## src/rtl/tg_disp_pkg.sv

```systemverilog
package tg_disp_pkg;
  localparam int CORE_IDX_W = 8;

  typedef enum logic [2:0] {
    ST_IDLE,
    ST_FILL,
    ST_DRAIN,
    ST_DONE,
    ST_ERR
  } dispState_e;

  typedef struct packed {
    logic                  load;
    logic                  issue;
    logic [CORE_IDX_W-1:0] core;
  } dispStrobe_t;
endpackage

```

## src/rtl/tg_disp_dp.sv

```systemverilog
module tg_disp_dp
  import tg_disp_pkg::*;
#(
  parameter int NUM_CORES = 3,
  parameter int GRP_W     = 10,
  parameter int OCC_W     = 6,
  parameter int CAP_W     = 16,
  parameter int CORE_W    = 2
) (
  input  logic                 clk,
  input  logic                 rstN,
  input  dispStrobe_t          strobe,
  input  logic [GRP_W-1:0]     totalGroups,
  input  logic [CAP_W-1:0]     warpsPerGroup,
  input  logic [CAP_W-1:0]     regsPerGroup,
  input  logic [CAP_W-1:0]     smemPerGroup,
  input  logic [CAP_W-1:0]     coreWarpCap,
  input  logic [CAP_W-1:0]     coreRegCap,
  input  logic [CAP_W-1:0]     coreSmemCap,
  input  logic [NUM_CORES-1:0] groupDone,
  output logic [OCC_W-1:0]     limit,
  output logic [NUM_CORES-1:0] freeMask,
  output logic                 allIdle,
  output logic                 groupsLeft,
  output logic                 dispValid,
  output logic [GRP_W-1:0]     dispGroup,
  output logic [CORE_W-1:0]    dispCore
);
  localparam logic [CAP_W-1:0] OCC_MAX = CAP_W'((1 << OCC_W) - 1);

  // Whole-number slots for one resource; zero demand means unconstrained.
  function automatic logic [OCC_W-1:0] slotsFor(input logic [CAP_W-1:0] cap,
                                                input logic [CAP_W-1:0] dem);
    logic [CAP_W-1:0] q;
    if (dem == '0) return OCC_W'(OCC_MAX);
    q = cap / dem;
    return (q > OCC_MAX) ? OCC_W'(OCC_MAX) : q[OCC_W-1:0];
  endfunction

  logic [OCC_W-1:0] qWarp, qReg, qSmem, limitNew;
  logic [OCC_W-1:0] limitQ;
  logic [GRP_W-1:0] totalQ, nextGrp;
  logic [OCC_W-1:0] occ [NUM_CORES];
  logic [NUM_CORES-1:0] busyMask;

  always_comb begin
    qWarp    = slotsFor(coreWarpCap, warpsPerGroup);
    qReg     = slotsFor(coreRegCap,  regsPerGroup);
    qSmem    = slotsFor(coreSmemCap, smemPerGroup);
    limitNew = qWarp;
    if (qReg  < limitNew) limitNew = qReg;
    if (qSmem < limitNew) limitNew = qSmem;
  end

  always_ff @(posedge clk or negedge rstN) begin
    if (!rstN) begin
      limitQ    <= '0;
      totalQ    <= '0;
      nextGrp   <= '0;
      dispValid <= 1'b0;
      dispGroup <= '0;
      dispCore  <= '0;
    end else begin
      dispValid <= strobe.issue;
      if (strobe.load) begin
        limitQ  <= limitNew;
        totalQ  <= totalGroups;
        nextGrp <= '0;
      end else if (strobe.issue) begin
        nextGrp   <= nextGrp + GRP_W'(1);
        dispGroup <= nextGrp;
        dispCore  <= strobe.core[CORE_W-1:0];
      end
    end
  end

  for (genvar i = 0; i < NUM_CORES; i++) begin : g_core
    logic inc, dec;
    assign inc = strobe.issue && (strobe.core == CORE_IDX_W'(i));
    assign dec = groupDone[i] && (occ[i] != '0);
    always_ff @(posedge clk or negedge rstN) begin
      if (!rstN)            occ[i] <= '0;
      else if (strobe.load) occ[i] <= '0;
      else                  occ[i] <= occ[i] + OCC_W'(inc) - OCC_W'(dec);
    end
    assign freeMask[i] = occ[i] < limitQ;
    assign busyMask[i] = occ[i] != '0;
  end

  assign limit      = limitQ;
  assign allIdle    = ~|busyMask;
  assign groupsLeft = nextGrp != totalQ;
endmodule

```

## src/rtl/tg_disp_ctrl.sv

```systemverilog
module tg_disp_ctrl
  import tg_disp_pkg::*;
#(
  parameter int NUM_CORES = 3,
  parameter int OCC_W     = 6,
  parameter int CORE_W    = 2
) (
  input  logic                 clk,
  input  logic                 rstN,
  input  logic                 start,
  input  logic [OCC_W-1:0]     limit,
  input  logic [NUM_CORES-1:0] freeMask,
  input  logic                 allIdle,
  input  logic                 groupsLeft,
  output dispStrobe_t          strobe,
  output logic                 kernelDone,
  output logic                 limitErr
);
  localparam int FILL_W = OCC_W + $clog2(NUM_CORES + 1);

  dispState_e        state;
  logic [CORE_W-1:0] rrPtr, lowIdx;
  logic [FILL_W-1:0] fillCnt, fillTarget;
  logic              lowFound;

  assign fillTarget = FILL_W'(limit) * FILL_W'(NUM_CORES);

  always_comb begin
    lowFound = 1'b0;
    lowIdx   = '0;
    for (int i = NUM_CORES - 1; i >= 0; i--) begin
      if (freeMask[i]) begin
        lowFound = 1'b1;
        lowIdx   = CORE_W'(i);
      end
    end
  end

  always_comb begin
    strobe = '0;
    unique case (state)
      ST_IDLE, ST_DONE, ST_ERR: strobe.load = start;
      ST_FILL: begin
        if (limit != '0 && fillCnt != fillTarget && groupsLeft) begin
          strobe.issue = 1'b1;
          strobe.core  = CORE_IDX_W'(rrPtr);
        end
      end
      ST_DRAIN: begin
        if (groupsLeft && lowFound) begin
          strobe.issue = 1'b1;
          strobe.core  = CORE_IDX_W'(lowIdx);
        end
      end
      default: strobe = '0;
    endcase
  end

  always_ff @(posedge clk or negedge rstN) begin
    if (!rstN) begin
      state   <= ST_IDLE;
      rrPtr   <= '0;
      fillCnt <= '0;
    end else begin
      unique case (state)
        ST_IDLE, ST_DONE, ST_ERR: begin
          if (start) begin
            state   <= ST_FILL;
            rrPtr   <= '0;
            fillCnt <= '0;
          end
        end
        ST_FILL: begin
          if (limit == '0) state <= ST_ERR;
          else if (strobe.issue) begin
            rrPtr   <= (rrPtr == CORE_W'(NUM_CORES - 1)) ? '0 : rrPtr + CORE_W'(1);
            fillCnt <= fillCnt + FILL_W'(1);
          end else state <= ST_DRAIN;
        end
        ST_DRAIN: if (!groupsLeft && allIdle) state <= ST_DONE;
        default: state <= ST_IDLE;
      endcase
    end
  end

  assign kernelDone = state == ST_DONE;
  assign limitErr   = state == ST_ERR;
endmodule

```

## src/rtl/tg_dispatcher.sv

```systemverilog
module tg_dispatcher
  import tg_disp_pkg::*;
#(
  parameter int NUM_CORES = 3,
  parameter int GRP_W     = 10,
  parameter int OCC_W     = 6,
  parameter int CAP_W     = 16,
  localparam int CORE_W   = (NUM_CORES > 1) ? $clog2(NUM_CORES) : 1
) (
  input  logic                 clk,
  input  logic                 rstN,
  input  logic                 start,
  input  logic [GRP_W-1:0]     totalGroups,
  input  logic [CAP_W-1:0]     warpsPerGroup,
  input  logic [CAP_W-1:0]     regsPerGroup,
  input  logic [CAP_W-1:0]     smemPerGroup,
  input  logic [CAP_W-1:0]     coreWarpCap,
  input  logic [CAP_W-1:0]     coreRegCap,
  input  logic [CAP_W-1:0]     coreSmemCap,
  input  logic [NUM_CORES-1:0] groupDone,
  output logic                 dispValid,
  output logic [GRP_W-1:0]     dispGroup,
  output logic [CORE_W-1:0]    dispCore,
  output logic                 kernelDone,
  output logic                 limitErr
);
  dispStrobe_t          strobe;
  logic [OCC_W-1:0]     limit;
  logic [NUM_CORES-1:0] freeMask;
  logic                 allIdle, groupsLeft;

  tg_disp_ctrl #(.NUM_CORES(NUM_CORES), .OCC_W(OCC_W), .CORE_W(CORE_W)) ctrl_i (
    .clk(clk), .rstN(rstN), .start(start), .limit(limit), .freeMask(freeMask),
    .allIdle(allIdle), .groupsLeft(groupsLeft), .strobe(strobe),
    .kernelDone(kernelDone), .limitErr(limitErr)
  );

  tg_disp_dp #(.NUM_CORES(NUM_CORES), .GRP_W(GRP_W), .OCC_W(OCC_W), .CAP_W(CAP_W),
               .CORE_W(CORE_W)) dp_i (
    .clk(clk), .rstN(rstN), .strobe(strobe), .totalGroups(totalGroups),
    .warpsPerGroup(warpsPerGroup), .regsPerGroup(regsPerGroup), .smemPerGroup(smemPerGroup),
    .coreWarpCap(coreWarpCap), .coreRegCap(coreRegCap), .coreSmemCap(coreSmemCap),
    .groupDone(groupDone), .limit(limit), .freeMask(freeMask), .allIdle(allIdle),
    .groupsLeft(groupsLeft), .dispValid(dispValid), .dispGroup(dispGroup), .dispCore(dispCore)
  );
endmodule

```

## config.mk

```make
export PLATFORM = sky130hd
export DESIGN_NAME = tg_dispatcher
export DESIGN_NICKNAME = d
export VERILOG_FILES = /design/src/rtl/tg_disp_pkg.sv /design/src/rtl/tg_disp_dp.sv /design/src/rtl/tg_disp_ctrl.sv /design/src/rtl/tg_dispatcher.sv
export SDC_FILE = /design/constraint.sdc
export NUM_CORES = 1
export LEC_CHECK = 0
export ABC_AREA = 1
export BUFFER_PORTS_ARGS = -buffer_cell sky130_fd_sc_hd__buf_2
export CAP_MARGIN = 20
export CORE_ASPECT_RATIO = 2
export CORE_UTILIZATION = 55
export CTS_BUF_LIST = sky130_fd_sc_hd__clkbuf_8
export CTS_CLUSTER_SIZE = 14
export DETAILED_ROUTE_END_ITERATION = 7
export PLACE_DENSITY = 0.71
export SLEW_MARGIN = 0
export SYNTH_ARGS = -nofsm -noshare
export SYNTH_HDL_FRONTEND = slang
export SYNTH_SLANG_ARGS = --single-unit
```

## constraint.sdc

```tcl
create_clock -name clk -period 5.4 [get_ports clk]
set_clock_uncertainty 0.05 [all_clocks]
set_input_delay 0.54 -clock clk [delete_from_list [all_inputs] [get_ports clk]]
set_output_delay 0.54 -clock clk [all_outputs]
set_load 0.02 [all_outputs]
```

==> reports/metrics.csv, run 1 <==
stage;metric;value;unit
logic_synthesis;synth-xor-area-share;6.17;%
logic_synthesis;synth_top_family_by_area;simple AND/OR/NAND/NOR gates;
die;fp.dieW;156;um
logic_synthesis;synth-simple-area-share;36.9;%
logic_synthesis;synth-seq-cells;70;
place;io_buffers;126;
logic_synthesis;yosys.area.top_type;ha_1;
grt;grt_max_degree;71;
logic_synthesis;seq_area_frac_synth;6.71;%
logic_synthesis;synthesis.area;26100;um2
logic_synthesis;synth_compound_area_share;15.4;%
grt;grt_pass1_wl;232000;um
clock_network;cts_max_level;3;
logic_synthesis;yosys.cell_types.count;83;
place;place.gp.congestion;0.994;
logic_synthesis;avgSynthCellArea;6.07;um2
logic_synthesis;synth_flop_cell;dfrtp_1;
logic_synthesis;synthMuxAreaShare;0.268;%
logic_synthesis;ys.warnings.count;0;
logic_synthesis;synth_top_area_share;22.6;%
logic_synthesis;synth.area.top_cells;ha_1 23%, nand2_1 16%, inv_1 9.2%, dfrtp_1 6.7%, nand3_1 6.5%;
clock_network;cts_max_path_buffers;2;
grt;grt-ovfl-total;30;
grt;globalRouteTotalUtil;62.4;%
die;initial_utilization;55.8;%
logic_synthesis;syn-num-nets;4887;
place;place_area;37800;um2
status;status;did not finish;
die;die_h;310;um
logic_synthesis;synthAdderAreaFrac;22.9;%
logic_synthesis;synthCells;4300;
die;num_rows;112;
clock_network;cts_made_buffers;9;
clock_network;cts-root-buf;clkbuf_8;
clock_network;postCtsHoldBufs;0;
die;io_pins;127;
status;stop_stage;global routing;
logic_synthesis;synth_edf_count;0;
logic_synthesis;ys_async_sr_fraction;100;%
place;dp_hpwl;76300;um
status;tool.error;[ERROR GRT-0116] Global routing finished with congestion. Check the congestion regions in the DRC Viewer.;
grt;grt_pass1_vias;43874;
clock_network;clock_sinks;70;
## metal layers
layer,global-route usage [%],GRT overflow
met2,89.9,12
met4,68.2,18
met3,38.3,0
met1,55.8,0
met5,18.4,0
## Yosys cell counts, types with 12 or more instances
library cell and instances:
clkbuf_1 46, o21ai_0 149, nand3_2 27, nor3_1 64, nor2_1 276, or2_2 90, nand2_2 62, nand4_1 24
a21o_1 15, xor2_1 117, dfrtp_1 70, nand3b_1 12, o21ai_2 45, o221ai_1 13, a21oi_1 225, nand2_1 1142
buf_2 16, ha_1 471, inv_1 640, nand3_1 340, xnor2_1 67, o21ai_1 56, nor2_2 15, o21bai_1 22
inv_2 40, a211oi_1 13, nor4_1 18, and2_1 44, o211ai_1 16
## repair_timing
item / in CTS
pin swaps: 221
resized for setup: 390
gates cloned: 2
setup buffers: 244
setup endpoints to repair: 6
endpoints found under the hold margin: 0
## stage by stage
stage                     worst slack [ns]  cells
after floorplan                     -17.82   4300
after global placement              -20.81   6316
after detailed placement            -21.48   6316
after CTS                           -18.89   6576
## kinds of logic after synthesis
family          Yosys count
compound gates          645
buf+inv                 769
mux                       7
xor+xnor                184
fa+ha+maj               475
flops                    70
simple gates           2150
==> inputs of run 2 (changes only) <==
--- a/config.mk
+++ b/config.mk
@@ -8,12 +8,9 @@
 export ABC_AREA = 1
 export BUFFER_PORTS_ARGS = -buffer_cell sky130_fd_sc_hd__buf_2
 export CAP_MARGIN = 20
-export CORE_ASPECT_RATIO = 2
-export CORE_UTILIZATION = 55
-export CTS_BUF_LIST = sky130_fd_sc_hd__clkbuf_8
-export CTS_CLUSTER_SIZE = 14
+export CORE_UTILIZATION = 40
 export DETAILED_ROUTE_END_ITERATION = 7
-export PLACE_DENSITY = 0.71
+export PLACE_DENSITY_LB_ADDON = 0.15
 export SLEW_MARGIN = 0
 export SYNTH_ARGS = -nofsm -noshare
 export SYNTH_HDL_FRONTEND = slang
==> reports/metrics.csv, run 2 <==
stage;metric;value;unit
power_and_ir_drop;p_int;4390;uW
min_path;hp-class;in -> reg;
timing;finalCritPeriodShare;461;%
logic_synthesis;synth-seq-cells;70;
status;violations;setup timing;
worst_setup_path;worstPathMaxFanout;8;
worst_setup_path;max_stage_delay;0.36;ns
logic_synthesis;synth.most_common_cell;nand2_1;
place;place.gp.congestion;0.897;
power_and_ir_drop;pwr_density_cell;192;nW/um2
logic_synthesis;yosys.area.top_type;ha_1;
finish;num-nets-final;6541;
worst_setup_path;cpMostUsedCell;buf_4;
power_and_ir_drop;comb_power_share;82.0;%
worst_setup_path;crit_required;5.62;ns
routing;drt_iter0_markers;1428;
grt;grt_pass1_wl;144000;um
logic_synthesis;ys_async_sr_fraction;100;%
finish;layout_common_cells;1560 x buf_4, 966 x nand2_1, 585 x inv_1;
finish;largest_reg_flops;18;
worst_setup_path;cp_num_buf_inv;58;
routing;routed_wl;91700;um
power_and_ir_drop;switching_share;47.1;%
finish;largest-register;dp_i.occ;
power_and_ir_drop;peakVddDrop;0.000239;V
clock_network;path_clk_slew;0.06;ns
logic_synthesis;synthCells;4300;
power_and_ir_drop;power_leakage;0.0238;uW
grt;antenna_found_initial;5;
clock_network;cts_made_buffers;9;
grt;globalRouteTotalUtil;25.4;%
die;io_pins;127;
clock_network;clk_latency;0.33;ns
worst_setup_path;cp_top_family;simple AND/OR/NAND/NOR gates;
logic_synthesis;synth_edf_count;0;
logic_synthesis;synth_flop_cell;dfrtp_1;
die;coreArea;64500;um2
run;drv_cap;0;
worst_setup_path;cp.arrival;25.10;ns
place;place_area;38200;um2
logic_synthesis;seq_area_frac_synth;6.71;%
finish;stdcell_count;6815;
timing;worst_slew_pin_slew;0.901;ns
finish;area_growth;65.5;%
timing;setup_ws;-19.48;ns
routing;wl_met3;2480;um
worst_setup_path;critical_path_class;in -> reg;
logic_synthesis;synth_top_area_share;22.6;%
grt;grt-ovfl-total;0;
routing;postRouteAntennaNets;0;
routing;wl_met1;40000;um
worst_setup_path;end_kind;flip-flop;
logic_synthesis;avgSynthCellArea;6.07;um2
routing;via_per_inst;4.88;
worst_setup_path;slowest_stage;ha_1;
routing;routed-wl-met2;46600;um
logic_synthesis;syn-num-nets;4887;
die;die_h;257;um
grt;grt_max_degree;71;
finish;layout_commonest_cell;buf_4;
place;io_buffers;126;
timing;rsz0062_at_grt;yes;
timing;slew_headroom;39.9;%
logic_synthesis;synth_common_cells;1142 x nand2_1, 640 x inv_1, 471 x ha_1;
logic_synthesis;yosys.cell_types.count;83;
routing;wl_per_cell;13.5;um
logic_synthesis;synthesis.area;26100;um2
timing;finalSetupViolCount;6;
routing;drc;0;
place;place_inst;6558;
power_and_ir_drop;power.clock.fraction;7.4;%
die;die-area;66300;um2
logic_synthesis;ys.warnings.count;0;
timing;slew_viol_final;0;
routing;top_layer;met5;
clock_network;cts_max_path_buffers;2;
die;initial_utilization;40.5;%
timing;timing.fmax;0.0402;GHz
clock_network;cts_max_level;3;
grt;grt_pass1_vias;31870;
worst_setup_path;start_kind;input port;
power_and_ir_drop;pwr-share-seq;10.6;%
finish;post_route_cells_drive_above_1_share;43.8;%
routing;vias;33252;
routing;drt_first_pass_iters;5;
logic_synthesis;synth.area.top_cells;ha_1 23%, nand2_1 16%, inv_1 9.2%, dfrtp_1 6.7%, nand3_1 6.5%;
clock_network;tritoncts;done;
clock_network;clock_sinks;70;
finish;fin_area;43200;um2
power_and_ir_drop;power.switching;3910;uW
die;num_rows;93;
timing;period_minus_slack;24.88;ns
place;dp_hpwl;67700;um
timing;hold_viol_final;0;
clock_network;postCtsHoldBufs;0;
die;fp.dieW;257;um
finish;final_core_util;67.0;%
clock_network;cts-root-buf;clkbuf_16;
status;status;complete, but fails checks;
[run 2: cell counts after synthesis]
Identical to the previous run, type by type.
[run 2: power groups by stage]
stage | sequential [uW] | clock, uW | combinational (uW)
floorplan | 863 | 0 | 3680
CTS | 880 | 624 | 6240
detailed placement | 887 | 0 | 5870
global placement | 884 | 0 | 5750
finish | 880 | 614 | 6800
global route | 909 | 647 | 7640
[run 2: path summary, 6_finish.rpt]
kind | end | slack, ns | from | cells past startpoint
worst max-delay path | dp_i.limit[3]$_DFFE_PN0P_ | -19.48 | warpsPerGroup[0] | 208
max in group asynchronous | ctrl_i.fillCnt[1]$_DFFE_PN0P_ | 4.35 | rstN | 2
worst max register to register | dp_i.occ[16]$_DFF_PN0_ | 1.21 | dp_i.limit[0]$_DFFE_PN0P_ | 22
worst min register to register | dp_i.dispGroup[3]$_DFFE_PN0P_ | 0.43 | dp_i.dispGroup[3]$_DFFE_PN0P_ | 2
worst min-delay path | dp_i.totalQ[8]$_DFFE_PN0P_ | 0.35 | totalGroups[8] | 3
min in group asynchronous | dp_i.dispGroup[1]$_DFFE_PN0P_ | 0.37 | rstN | 2
[run 2: routing by layer]
| layer | global-route usage, % | vias up |
|---|---|---|
| met5 | 0 | - |
| met4 | 5.54 | 8 |
| met3 | 1.39 | 225 |
| met2 | 47.9 | 558 |
| met1 | 31.2 | 15080 |
| li1 | - | 17381 |
[run 2: repair_timing]
item                                    CTS  global route
setup buffers                           160            78
pin swaps                               151           350
resized for setup                       213           414
cloned                                    3             2
endpoints found under the setup margin    6             6
[run 2: stage by stage]
stage	hold slack (ns)	setup WS, ns	power [uW]	TNS [ns]
floorplan	0.194	-17.82	4540	-106.91
global placement	0.415	-19.87	6630	-119.20
detailed placement	0.418	-20.33	6760	-121.95
CTS	0.342	-18.56	7750	-111.31
global route	0.351	-20.92	9200	-125.51
finish	0.348	-19.48	8300	-116.77
[run 2: layout make-up]
type,instances,area (um2)
multi-input combinational,3462,24600
timing repair buffer,1721,12800
antenna,1,2.50
sequential,70,1750
tap,855,1070
inverter,688,2670
fill,5654,21300
timing repair inverter,2,12.5
clock buffer,11,243
clock inverter,5,65.1
[run 2: worst reg2reg max path, cell delays in order, from the launching register on]
cell,delay [ns]
dfrtp_1,0.50
ha_1,0.29
fa_1,0.41
xnor2_1,0.16
xor2_1,0.14
nor4_1,0.20
nand4_1,0.13
o31ai_1,0.25
nor2_1,0.07
nand2_1,0.15
inv_1,0.10
nor2_2,0.08
buf_4,0.24
nor3_1,0.12
ha_1,0.23
fa_1,0.38
nand2_1,0.08
inv_1,0.05
nor2_1,0.10
nor2_1,0.05
nor2_1,0.12
o21ai_0,0.09
a21oi_1,0.14
[run 2: cells by family (layout without fill, tap and decap cells)]
logic type,count (synthesis),count (layout),share of synthesized area [%]
adders and majority gates,475,475,22.9
muxes,7,7,0.268
other,0,1,0
and+or+nand+nor,2150,2151,36.9
DFF,70,70,6.71
xor gates and xnor gates,184,184,6.17
buffers and inverters,769,2427,11.7
AOI/OAI and AO/OA,645,645,15.4
No activity file was read; power rests on OpenSTA's default activity.
==> inputs of run 3 (changes only) <==
--- a/config.mk
+++ b/config.mk
@@ -8,7 +8,7 @@
 export ABC_AREA = 1
 export BUFFER_PORTS_ARGS = -buffer_cell sky130_fd_sc_hd__buf_2
 export CAP_MARGIN = 20
-export CORE_UTILIZATION = 40
+export CORE_UTILIZATION = 60
 export DETAILED_ROUTE_END_ITERATION = 7
 export PLACE_DENSITY_LB_ADDON = 0.15
 export SLEW_MARGIN = 0
==> constraint.sdc (replaced) <==
create_clock -name clk -period 30.8 [get_ports clk]
set_clock_uncertainty 0.05 [all_clocks]
set_input_delay 3.08 -clock clk [delete_from_list [all_inputs] [get_ports clk]]
set_output_delay 3.08 -clock clk [all_outputs]
set_load 0.02 [all_outputs]
==> reports/metrics.csv, run 3 (synthesized netlist as in run 2, its figures left out) <==
stage;metric;value;unit
finish;antenna_cells;0;
routing;drt_first_pass_iters;5;
routing;drt_iter0_markers;1454;
clock_network;clock_sinks;70;
worst_setup_path;start_kind;input port;
clock_network;cts_made_buffers;9;
routing;wl_per_cell;13.3;um
power_and_ir_drop;power;1110;uW
worst_setup_path;critical_path_class;in -> reg;
grt;grt_pass1_vias;24433;
timing;tns;0;ns
timing;period_minus_slack;28.47;ns
routing;drc;0;
worst_setup_path;cp_num_buf_inv;34;
power_and_ir_drop;pwr_density_cell;38.2;nW/um2
worst_setup_path;max_stage_delay;0.43;ns
worst_setup_path;end_kind;flip-flop;
worst_setup_path;cp_top_family;simple AND/OR/NAND/NOR gates;
run;drv_cap;0;
grt;grt_max_degree;71;
worst_setup_path;cp.arrival;28.68;ns
timing;finalCritPeriodShare;92.4;%
grt;globalRouteTotalUtil;29.3;%
worst_setup_path;slowest_stage;o311ai_1;
worst_setup_path;cpMostUsedCell;nand2_1;
die;die-area;44400;um2
finish;largest-register;dp_i.occ;
timing;finalSetupViolCount;0;
clock_network;cts-root-buf;clkbuf_16;
timing;worst_slew_pin_slew;1.04;ns
place;io_buffers;126;
timing;hold_ws;0.429;ns
timing;timing.fmax;0.0351;GHz
clock_network;cts_max_level;3;
routing;postRouteAntennaNets;0;
routing;vias;27310;
routing;routed-wl-met2;30600;um
routing;routed_wl;67100;um
timing;slew_headroom;30.5;%
status;status;finished clean;
grt;grt_pass1_wl;111000;um
grt;antenna_found_initial;2;
routing;top_layer;met5;
routing;via_per_inst;5.39;
power_and_ir_drop;peakVddDrop;0.0000375;V
timing;setup_ws;2.33;ns
min_path;hp-class;reg -> reg;
die;io_pins;127;
die;die_h;211;um
finish;layout_commonest_cell;nand2_1;
place;place.gp.congestion;0.976;
finish;post_route_cells_drive_above_1_share;15.6;%
finish;largest_reg_flops;18;
worst_setup_path;worstPathMaxFanout;19;
clock_network;tritoncts;done;
routing;wl_met3;2420;um
place;dp_hpwl;53800;um
die;fp.dieW;211;um
timing;slew_viol_final;0;
clock_network;path_clk_slew;0.06;ns
routing;wl_met1;32800;um
die;num_rows;76;
finish;layout_common_cells;1130 x nand2_1, 623 x inv_1, 461 x ha_1;
grt;grt-ovfl-total;0;
power_and_ir_drop;power_leakage;0.0164;uW
die;coreArea;43000;um2
finish;area_growth;11.1;%
die;initial_utilization;60.7;%
clock_network;clk_latency;0.33;ns
finish;num-nets-final;5062;
worst_setup_path;crit_required;31.02;ns
clock_network;cts_max_path_buffers;2;
place;pre_cts_ws;-0.535;ns
timing;hold_viol_final;0;
run 3: changes by cell type in the layout (fill, tap and decap cells not counted), moves of 42 or more:
cell	change
nand2_1	+164
ha_4	-88
inv_2	-42
nand2_2	-132
buf_4	-1456
ha_1	+90
run 3: layout make-up:
cell class,instances,area (um2)
well taps,585,732
clock buffers,9,225
repair inverters,6,38.8
clock inverters,7,130
inverters,688,2680
flip-flops and latches,70,1750
multi-input cells,3464,22000
fillers,4055,14000
repair buffers,236,1480
run 3: final timing paths:
kind	startpoint	end	slack (ns)	cells after the start
max	regsPerGroup[0]	dp_i.limit[3]$_DFFE_PN0P_	2.33	206
max in group asynchronous	rstN	ctrl_i.fillCnt[6]$_DFFE_PN0P_	27.23	2
min in group asynchronous	rstN	dp_i.dispGroup[9]$_DFFE_PN0P_	2.91	2
min	dp_i.dispGroup[9]$_DFFE_PN0P_	dp_i.dispGroup[9]$_DFFE_PN0P_	0.43	2
max reg2reg	dp_i.limit[0]$_DFFE_PN0P_	dp_i.occ[16]$_DFF_PN0_	26.09	21
min reg2reg	dp_i.dispGroup[9]$_DFFE_PN0P_	dp_i.dispGroup[9]$_DFFE_PN0P_	0.43	2
run 3: through the flow:
stage | util, % | cells | instance area, um2
finish | 67.5 | 5065 | 29000
global route | 67.5 | 5065 | 29000
CTS | 64.5 | 4988 | 27700
detailed placement | 63.6 | 4970 | 27300
global placement | 63.6 | 4970 | 27300
floorplan | - | 4300 | 26100
run 3: per-layer routing:
metal	up-vias	global-route usage, %
met2	540	51.0
met3	104	1.30
met5	-	0
met1	12224	40.4
li1	14438	-
met4	4	4.85
run 3: tightest hold or removal path: stages (launching register included):
cell and delay [ns]:
dfrtp_1 0.34, nand2_1 0.05, nand2_1 0.05
run 3: where the power goes:
group | switching, uW | internal (uW) | total [uW]
logic | 504 | 327 | 831
clock network | 43.4 | 80.5 | 124
registers | 27.8 | 126 | 154
total | 575 | 533 | 1110
run 3: timing repair:
| action | 4_1_cts | 5_1_grt |
|---|---|---|
| setup endpoints to repair | 6 | 6 |
| buffers inserted | 2 | 68 |
| pin swaps | 0 | 29 |
| hold buffers | 0 | 0 |
| hold endpoints to repair | 0 | 0 |
| cloned | 0 | 9 |
| resized for setup | 6 | 165 |
==> inputs of run 4 (changes only) <==
--- a/config.mk
+++ b/config.mk
@@ -8,6 +8,7 @@
 export ABC_AREA = 1
 export BUFFER_PORTS_ARGS = -buffer_cell sky130_fd_sc_hd__buf_2
 export CAP_MARGIN = 20
+export CORE_MARGIN = 8
 export CORE_UTILIZATION = 60
 export DETAILED_ROUTE_END_ITERATION = 7
 export PLACE_DENSITY_LB_ADDON = 0.15
==> reports/metrics.csv, run 4 (synthesized netlist as in run 2, its figures left out) <==
stage;metric;value;unit
finish;area_growth;10.3;%
routing;drc;0;
place;place_inst;4973;
die;die_h;225;um
finish;largest_reg_flops;18;
clock_network;clock_sinks;70;
routing;drt_iter0_markers;1742;
worst_setup_path;cp.arrival;28.59;ns
clock_network;cts-root-buf;clkbuf_16;
place;io_buffers;126;
place;place.gp.congestion;0.939;
worst_setup_path;slowest_stage;inv_1;
min_path;hp-class;reg -> reg;
grt;grt_pass1_vias;24824;
die;coreArea;43000;um2
worst_setup_path;crit_required;31.02;ns
routing;postRouteAntennaNets;0;
timing;worst_slew_pin_slew;0.900;ns
worst_setup_path;end_kind;flip-flop;
finish;largest-register;dp_i.occ;
routing;vias;27214;
routing;drt_first_pass_iters;7;
worst_setup_path;cp_num_buf_inv;29;
clock_network;cts_made_buffers;9;
clock_network;postCtsHoldBufs;0;
timing;hold_ws;0.433;ns
run;drv_cap;0;
clock_network;path_clk_slew;0.07;ns
clock_network;tritoncts;done;
finish;layout_common_cells;1135 x nand2_1, 625 x inv_1, 466 x ha_1;
finish;final_core_util;67.0;%
finish;multiInputGateArea;21900;um2
clock_network;clk_latency;0.34;ns
timing;slew_viol_final;0;
power_and_ir_drop;power_leakage;0.0163;uW
die;initial_utilization;60.7;%
timing;slew_headroom;40.0;%
routing;routed_wl;67700;um
die;die-area;50400;um2
finish;regArea;1750;um2
grt;antenna_found_initial;0;
finish;fillCellCount;4072;
status;status;finished clean;
power_and_ir_drop;peakVddDrop;0.0000364;V
clock_network;cts_max_level;3;
clock_network;cts_max_path_buffers;2;
worst_setup_path;cp_top_family;simple AND/OR/NAND/NOR gates;
timing;timing.fmax;0.0352;GHz
die;fp.dieW;225;um
timing;finalCritPeriodShare;92.1;%
grt;globalRouteTotalUtil;25.6;%
worst_setup_path;start_kind;input port;
grt;grt_max_degree;71;
worst_setup_path;worstPathMaxFanout;19;
worst_setup_path;cpMostUsedCell;nand2_1;
grt;grt_pass1_wl;113000;um
worst_setup_path;critical_path_class;in -> reg;
timing;hold_viol_final;0;
grt;grt-ovfl-total;0;
finish;post_route_cells_drive_above_1_share;15.2;%
place;dp_hpwl;54600;um
timing;period_minus_slack;28.37;ns
finish;stdcell_count;5057;
routing;via_per_inst;5.38;
worst_setup_path;max_stage_delay;0.42;ns
power_and_ir_drop;pwr_density_cell;37.6;nW/um2
finish;layout_commonest_cell;nand2_1;
die;num_rows;76;
timing;finalSetupViolCount;0;
routing;wl_per_cell;13.4;um
die;io_pins;127;
finish;antenna_cells;0;
finish;num-nets-final;5054;
[run 4: layout make-up]
class,instances,share of cell area (%)
timing repair inverter,4,0.104
clock inverter,7,0.213
clock buffer,9,0.782
timing repair buffer,230,4.99
tap,585,2.54
multi-input combinational,3464,76.0
sequential,70,6.08
inverter,688,9.26
[run 4: where the power goes]
part           internal [uW]  leakage [uW]  switching, uW
Combinational            326        0.0152            503
Sequential               126      0.000908           27.8
Clock                   56.0      0.000135           43.9
Total                    507        0.0163            574
[run 4: through the flow]
step                      area, um2  setup WS [ns]  setup TNS (ns)  total power (uW)
after floorplan               26100           3.61               0               781
after global placement        27300         -0.478           -2.83               927
after detailed placement      27300         -0.752           -4.49               943
after CTS                     27700         0.0331               0              1050
after global routing          28800         -0.181          -0.971              1220
final                         28800           2.43               0              1080
[run 4: per-layer routing]
| metal | track usage (%) | part of all wire (%) | vias up |
|---|---|---|---|
| li1 | - | - | 14434 |
| met4 | 4.81 | 1.5 | 0 |
| met3 | 1.09 | 3.9 | 94 |
| met2 | 44.7 | 46 | 571 |
| met5 | 0 | 0 | - |
| met1 | 34.9 | 48 | 12115 |
[run 4: worst min-delay path: stages (launching register included)]
cell and delay, ns:
dfrtp_1 0.34, nand2_1 0.05, o21ai_0 0.06
[run 4: final timing paths]
check / from / endpoint / slack (ns) / cells after the start
min in group asynchronous: rstN / dp_i.dispGroup[9]$_DFFE_PN0P_ / 2.90 / 2
max in group asynchronous: rstN / ctrl_i.fillCnt[6]$_DFFE_PN0P_ / 27.22 / 2
worst min-delay path: dp_i.dispGroup[4]$_DFFE_PN0P_ / dp_i.dispGroup[4]$_DFFE_PN0P_ / 0.43 / 2
worst min register to register: dp_i.dispGroup[4]$_DFFE_PN0P_ / dp_i.dispGroup[4]$_DFFE_PN0P_ / 0.43 / 2
worst max-delay path: smemPerGroup[9] / dp_i.limit[1]$_DFFE_PN0P_ / 2.43 / 201
worst max register to register: dp_i.limit[0]$_DFFE_PN0P_ / dp_i.occ[16]$_DFF_PN0_ / 26.07 / 21
[run 4: timing repair]
| action | 4_1_cts | 5_1_grt |
|---|---|---|
| endpoints found under the setup margin | 6 | 6 |
| setup buffers | 3 | 58 |
| gates resized for setup | 9 | 142 |
| cloned | 0 | 7 |
| pin swaps | 0 | 31 |
